[config.mk]
export PLATFORM = sky130hd
export DESIGN_NAME = trim_dac_regs
export DESIGN_NICKNAME = d
export VERILOG_FILES = /design/src/rtl/trim_pkg.sv /design/src/rtl/trim_serial_rx.sv /design/src/rtl/trim_code_bank.sv /design/src/rtl/trim_dac_regs.sv
export SDC_FILE = /design/constraint.sdc
export NUM_CORES = 1
export LEC_CHECK = 0
export CAP_MARGIN = 10
export CORE_ASPECT_RATIO = 1.25
export CORE_MARGIN = 2
export CORE_UTILIZATION = 49
export CTS_BUF_LIST = sky130_fd_sc_hd__clkbuf_16
export DETAILED_ROUTE_END_ITERATION = 6
export PLACE_DENSITY = 0.82
export SYNTH_ARGS = -nofsm -noshare
export SYNTH_HDL_FRONTEND = slang
export SYNTH_SLANG_ARGS = --single-unit
[constraint.sdc]
create_clock -name clk -period 1.7 [get_ports clk]
set_clock_uncertainty 0.1 [all_clocks]
set_input_delay 0.34 -clock clk [delete_from_list [all_inputs] [get_ports clk]]
set_output_delay 0.34 -clock clk [all_outputs]
set_load 0.02 [all_outputs]
[src/rtl/trim_pkg.sv]
// Shared sizing constants for the serial trim code bank.
// Assumes every channel code has the same width and the frame is address then data.
package trim_pkg;
    parameter int CH_N     = 8;
    parameter int CODE_W   = 8;
    parameter int ADDR_W   = $clog2(CH_N);
    parameter int FRAME_W  = ADDR_W + CODE_W;
    parameter int CNT_W    = $clog2(FRAME_W + 1);
    parameter int BUS_W    = CH_N * CODE_W;
    parameter logic [CODE_W-1:0] MID_CODE = {1'b1, {(CODE_W-1){1'b0}}};
endpackage

[src/rtl/trim_serial_rx.sv]
// Serial frame receiver: samples the three serial pins with the system clock,
// shifts bits on serial-clock rises while select is low, and emits a one-cycle
// write request on a select rise that follows a complete frame.
// Assumes the serial pins change slowly compared with clk (at least two clk per level).
module trim_serial_rx
    import trim_pkg::*;
(
    input  logic              clk,
    input  logic              rst_n,
    input  logic              sclk_i,
    input  logic              sdi_i,
    input  logic              cs_n_i,
    output logic              wr_en_o,
    output logic [ADDR_W-1:0] wr_addr_o,
    output logic [CODE_W-1:0] wr_data_o
);
    logic               sclk_q, sdi_q, cs_q;
    logic               sclk_d, cs_d;
    logic [FRAME_W-1:0] shreg;
    logic [CNT_W-1:0]   bit_cnt;
    logic               sclk_rise, cs_rise, cs_fall, frame_full;

    // Sample the pins and keep the previous sample for edge detection.
    always_ff @(posedge clk) begin
        if (!rst_n) begin
            sclk_q <= 1'b0;
            sdi_q  <= 1'b0;
            cs_q   <= 1'b1;
            sclk_d <= 1'b0;
            cs_d   <= 1'b1;
        end else begin
            sclk_q <= sclk_i;
            sdi_q  <= sdi_i;
            cs_q   <= cs_n_i;
            sclk_d <= sclk_q;
            cs_d   <= cs_q;
        end
    end

    // Decode pin edges from the two sample stages.
    always_comb begin
        sclk_rise  = sclk_q && !sclk_d && !cs_q;
        cs_rise    = cs_q && !cs_d;
        cs_fall    = !cs_q && cs_d;
        frame_full = (bit_cnt == CNT_W'(FRAME_W));
    end

    // Shift register and saturating bit counter, emptied when select falls.
    always_ff @(posedge clk) begin
        if (!rst_n || cs_fall) begin
            shreg   <= '0;
            bit_cnt <= '0;
        end else if (sclk_rise) begin
            shreg <= {shreg[FRAME_W-2:0], sdi_q};
            if (!frame_full) bit_cnt <= bit_cnt + 1'b1;
        end
    end

    // Present the decoded write request.
    always_comb begin
        wr_en_o   = cs_rise && frame_full;
        wr_addr_o = shreg[FRAME_W-1:CODE_W];
        wr_data_o = shreg[CODE_W-1:0];
    end


    cnt_bound_chk: assert property (@(posedge clk) disable iff (!rst_n)
        bit_cnt <= CNT_W'(FRAME_W));


    idle_hold_chk: assert property (@(posedge clk) disable iff (!rst_n)
        (cs_q && cs_d) |=> $stable(shreg));
endmodule

[src/rtl/trim_code_bank.sv]
// Bank of per-channel code registers preset to mid-scale, plus the write strobe.
// Assumes at most one write request per cycle.
module trim_code_bank
    import trim_pkg::*;
(
    input  logic              clk,
    input  logic              rst_n,
    input  logic              wr_en_i,
    input  logic [ADDR_W-1:0] wr_addr_i,
    input  logic [CODE_W-1:0] wr_data_i,
    output logic [BUS_W-1:0]  codes_o,
    output logic              load_stb_o,
    output logic [ADDR_W-1:0] load_ch_o
);
    for (genvar ch = 0; ch < CH_N; ch++) begin : g_ch
        logic [CODE_W-1:0] code_q;
        // Hold one channel code; load it when the address matches.
        always_ff @(posedge clk) begin
            if (!rst_n)
                code_q <= MID_CODE;
            else if (wr_en_i && wr_addr_i == ADDR_W'(ch))
                code_q <= wr_data_i;
        end
        assign codes_o[ch*CODE_W +: CODE_W] = code_q;
    end

    // Register the strobe and channel index of each write.
    always_ff @(posedge clk) begin
        if (!rst_n) begin
            load_stb_o <= 1'b0;
            load_ch_o  <= '0;
        end else begin
            load_stb_o <= wr_en_i;
            if (wr_en_i) load_ch_o <= wr_addr_i;
        end
    end


    no_write_hold_chk: assert property (@(posedge clk) disable iff (!rst_n)
        !wr_en_i |=> $stable(codes_o));
endmodule

[src/rtl/trim_dac_regs.sv]
// Top of the serial trim code bank: receiver, register bank and power-down flag.
// Assumes all inputs are in the clk domain or slow enough to be sampled directly.
module trim_dac_regs
    import trim_pkg::*;
(
    input  logic              clk,
    input  logic              rst_n,
    input  logic              sclk,
    input  logic              sdi,
    input  logic              cs_n,
    input  logic              shdn_n,
    output logic [BUS_W-1:0]  codes,
    output logic              load_stb,
    output logic [ADDR_W-1:0] load_ch,
    output logic              pwr_down
);
    logic              wr_en;
    logic [ADDR_W-1:0] wr_addr;
    logic [CODE_W-1:0] wr_data;

    trim_serial_rx u_rx (
        .clk       (clk),
        .rst_n     (rst_n),
        .sclk_i    (sclk),
        .sdi_i     (sdi),
        .cs_n_i    (cs_n),
        .wr_en_o   (wr_en),
        .wr_addr_o (wr_addr),
        .wr_data_o (wr_data)
    );

    trim_code_bank u_bank (
        .clk        (clk),
        .rst_n      (rst_n),
        .wr_en_i    (wr_en),
        .wr_addr_i  (wr_addr),
        .wr_data_i  (wr_data),
        .codes_o    (codes),
        .load_stb_o (load_stb),
        .load_ch_o  (load_ch)
    );

    // Register the power-down request for the analog section.
    always_ff @(posedge clk) begin
        if (!rst_n) pwr_down <= 1'b0;
        else        pwr_down <= !shdn_n;
    end


    stb_single_chk: assert property (@(posedge clk) disable iff (!rst_n)
        load_stb |=> !load_stb);


    mid_preset_chk: assert property (@(posedge clk) disable iff (!rst_n)
        $rose(rst_n) |-> (codes == {CH_N{MID_CODE}}));
endmodule

==> results by group <==
Outcome
  – Status: completed

Timing
  – Relative max-transition margin: 0.700
  – Post-Route Hold Slack: between 300 and 400 ps
  – Final setup violating endpoints: 0
  – Least-Margin Pin Slew: 449 ps
  – Worst-case setup margin in the final layout: about 37 ps
  – Max frequency: roughly 600 MHz
  – Setup repair after global routing missed its margin: no
  – Number of hold violations in the final report: 0
  – Accumulated negative setup slack: 0 ps
  – Final critical delay including setup and external delays: ~1700 ps
  – Number of pins with negative max-slew slack in the final report: 0
  – Ratio of final minimum period to clock period: 0.978

Setup path
  – Arrival time worst endpoint: about 1200 ps
  – Slowest stage cell on the critical path: sky130_fd_sc_hd__clkdlybuf4s50_1
  – Launch point of the worst reg-to-reg path: u_rx.bit_cnt[0]
  – Critical path launch point: pwr_down
  – Internal reg-to-reg setup slack: about 50 ps
  – R2R depth: 4
  – CP max FO: 1
  – Slowest cell delay on critical path: 590 ps
  – Worst path cell trace: clkdlybuf4s50_1
  – Critical path endpoint category: output port
  – Crit-path leading delay family: buffers and inverters
  – CP startpoint kind: register
  – Setup Crit Path Kind: reg -> out
  – CP required: between 1000 and 1500 ps
  – Crit path buffers/inverters: 1
  – Critical R2R Capture: u_bank.g_ch[7].code_q[7]

Drt
  – Drt via density: between 5 and 6
  – Sum of routed wire length over all layers: 7670 µm
  – Final routed wire length divided by cell count: 15.5 µm
  – Initial DRC count: about 160
  – Count of unresolved DRC violations after routing: 0
  – Via Count: approximately 2500
  – Pre-Repair DR Iteration Count: 4
  – ANT nets after route: 0

Synthesis
  – Fraction of the mapped netlist area in compound gates: 0.0260
  – Area share of and/or/nand/nor cells after synthesis: 0.196
  – XOR/XNOR share of the synthesized area: 0
  – Sequential element share of the synthesized area: 0.537
  – Nets in the synthesized netlist: about 340
  – Yosys warnings: 0
  – Largest family of logic cells by synthesized area: multiplexers
  – Mux cell area share after synthesis: 0.208
  – Count of flip-flops with a built-in enable after synthesis: 0
  – Mean cell area of the mapped netlist: 10.1 µm²
  – Adder-cell share of the synthesized area: 0.00377
  – Area share of the leading cell type in the synthesized netlist: 0.537
  – Area contributors post-synth: sky130_fd_sc_hd__dfxtp_1 54%, sky130_fd_sc_hd__mux2i_1 21%, sky130_fd_sc_hd__nand2_1 10%
  – Number of instances in the synthesized netlist: around 330
  – Biggest area consumer among synthesized cells: sky130_fd_sc_hd__dfxtp_1
  – Post-synthesis cell area: ~3300 µm²
  – Ys async rst share: 0
  – Primary FF master, synth: sky130_fd_sc_hd__dfxtp_1
  – Register bit total from synthesis: slightly below 90
  – Number of unique standard cell types used by synthesis: 31

Clock tree
  – Clock buffer depth: 2
  – Clk Latency, worst-skew pair: between 300 and 400 ps
  – TritonCTS clock tree: yes
  – Clock root buffer master: sky130_fd_sc_hd__clkbuf_16
  – Number of buffers inserted by post-CTS setup repair: 0
  – Clock buffers created by TritonCTS: 9
  – Clock edge transition at the registers on the reported setup and hold paths: around 60 ps
  – Number of H-tree levels: 3
  – CTS Hold Buffers Added: 0
  – Clock sink count: between 80 and 90

Floorplanning
  – Placeable Area: between 6000 and 7000 µm²
  – Row cnt: 33
  – Vert. Die Dim: roughly 96 µm
  – IO Count: 75
  – Effective utilization at floorplan: 0.505
  – Die Area: ~7400 µm²
  – X dimension of the die: 77.6 µm

Final layout
  – Post-route cell area: around 4400 µm²
  – Footprint of the multi-input gates: between 1000 and 1500 µm²
  – Proportion of layout cells with a drive suffix above 1: 0.0811
  – Leading cell type in the layout, fill and taps excluded: sky130_fd_sc_hd__nand2_1
  – Synthesis-to-finish area growth: 31.2%
  – # nets final: ~410
  – N_diodes: 0
  – Layout filler cell count: 546
  – Most used cells in the layout excluding fill and tap cells: 92 x sky130_fd_sc_hd__nand2_1, 89 x sky130_fd_sc_hd__dfxtp_1, 68 x sky130_fd_sc_hd__mux2i_1, 62 x sky130_fd_sc_hd__dlygate4sd2_1, 13 x sky130_fd_sc_hd__a21oi_1
  – Footprint of the flip-flops and latches: roughly 1800 µm²

Power and ir drop
  – Relative contribution of combinational cells to total power: 0.022
  – NetSw: approximately 0.00080 W
  – Int Power: 0.00309 W
  – Clk network pwr share: 0.438
  – Leakage dissipation: 2.18 nW
  – Share of power burned in registers: 0.540
  – Ratio of total power to cell area: 894 nW/µm²
  – Worst ir drop on vdd: approximately 630 µV
  – Sw frac: 0.206

Global route
  – GRT Overall Usage: 0.212
  – Global-route wire length before repair: around 12000 µm
  – Pin count of the biggest net entering global routing: 71
  – Total grt overflow: 0
  – Via count of the first global-routing pass: about 2400
  – Initial antenna violation count: 0

Hold path
  – Launch point of the worst hold path: rst_n
  – Hold-critical path depth: 3
  – Worst hold path type: in -> reg
  – Hold worst-path end: u_bank.g_ch[1].code_q[3]

Run
  – Max-cap violations: 0

Placed design
  – IO buf count: between 70 and 80
  – Post-place instance area: just over 4000 µm²
  – Half-perimeter wire length of the detailed placement result: approximately 5400 µm
  – Placer Congestion: 0.789
  – Pre-CTS setup slack: about 69 ps
==> how the worst max path moves through the flow <==
stage / cells after the start / slack [ps] / end
6_report: 1 / 40 / pwr_down
5_1_grt: 1 / 9 / pwr_down
4_1_cts: 1 / 0.5 / codes[36]
3_5_place_dp: 4 / 70 / u_bank.g_ch[7].code_q[3]
3_3_place_gp: 4 / 170 / u_bank.g_ch[7].code_q[0]
2_1_floorplan: 6 / 150 / u_bank.g_ch[7].code_q[0]
==> through the flow <==
stage	total power (W)	utilization	cells
6_report	0.00389	0.663	494
5_1_grt	0.00402	0.663	494
4_1_cts	0.00390	0.660	494
3_5_place_dp	0.00223	0.632	478
2_1_floorplan	0.00220	-	328
3_3_place_gp	0.00223	0.632	478
==> power by group through the flow <==
stage	Clock [W]	Combinational, W	Sequential [W]
2_1_floorplan	0	0.0000547	0.00214
3_3_place_gp	0	0.0000855	0.00214
3_5_place_dp	0	0.0000852	0.00215
4_1_cts	0.00172	0.0000864	0.00210
5_1_grt	0.00183	0.0000938	0.00210
6_report	0.00170	0.0000864	0.00210
==> Yosys cell counts (all sizes together) (2+ instances only) <==
cell / instances
buf: 8
inv: 2
clkbuf: 10
nand2: 96
a21oi: 13
and4: 3
nor2b: 10
dfxtp: 89
and2: 4
a21o: 2
nand3: 6
nand2b: 3
and4bb: 3
mux2i: 69
==> metal layers <==
metal / GRT usage / routed length [µm] / vias to the layer above / part of all wire
met2: 0.361 / 3870 / 67 / 0.50
li1: - / - / 1240 / -
met1: 0.256 / 3260 / 1215 / 0.43
met4: 0.106 / 237 / 0 / 0.031
met5: 0 / 0 / - / 0
met3: 0.0432 / 296 / 14 / 0.039
==> worst register-to-register path: stages, from the launching register on <==
cell and delay (ps):
sky130_fd_sc_hd__dfxtp_1 360, sky130_fd_sc_hd__ha_1 210, sky130_fd_sc_hd__and4b_2 310, sky130_fd_sc_hd__and4_4 350, sky130_fd_sc_hd__mux2i_2 250
==> flip-flops by register name (all words and copies together), names as in the netlist <==
| register | cells |
|---|---|
| u_bank.load_stb_o | 1 |
| u_rx.cs_d | 1 |
| u_bank.load_ch_o | 3 |
| u_rx.bit_cnt | 4 |
| u_rx.sdi_q | 1 |
| u_rx.cs_q | 1 |
| u_rx.sclk_d | 1 |
| u_rx.shreg | 11 |
| u_rx.sclk_q | 1 |
| pwr_down | 1 |
| u_bank.g_ch.code_q | 64 |
==> cells by family (layout without fill, tap and decap cells) <==
| logic type | Yosys count | in the layout |
|---|---|---|
| AOI/OAI and AO/OA | 16 | 16 |
| adders and majority gates | 1 | 1 |
| buffers and inverters | 20 | 99 |
| DFF | 89 | 89 |
| muxes | 69 | 69 |
| and+or+nand+nor | 133 | 133 |
==> area by class of cell <==
cell class                      count  area share
Clock buffer                        9      0.0518
Inverter                            2     0.00173
Sequential cell                    89       0.410
Multi-Input combinational cell    219       0.332
Clock inverter                      7     0.00748
Tap cell                           87      0.0250
Timing Repair Buffer               81       0.173
==> what timing repair did <==
| action | CTS | global route |
|---|---|---|
| gates resized for setup | 62 | 8 |
| cloned | 0 | 0 |
| setup endpoints to repair | 62 | 8 |
No activity file was read; power rests on OpenSTA's default activity.
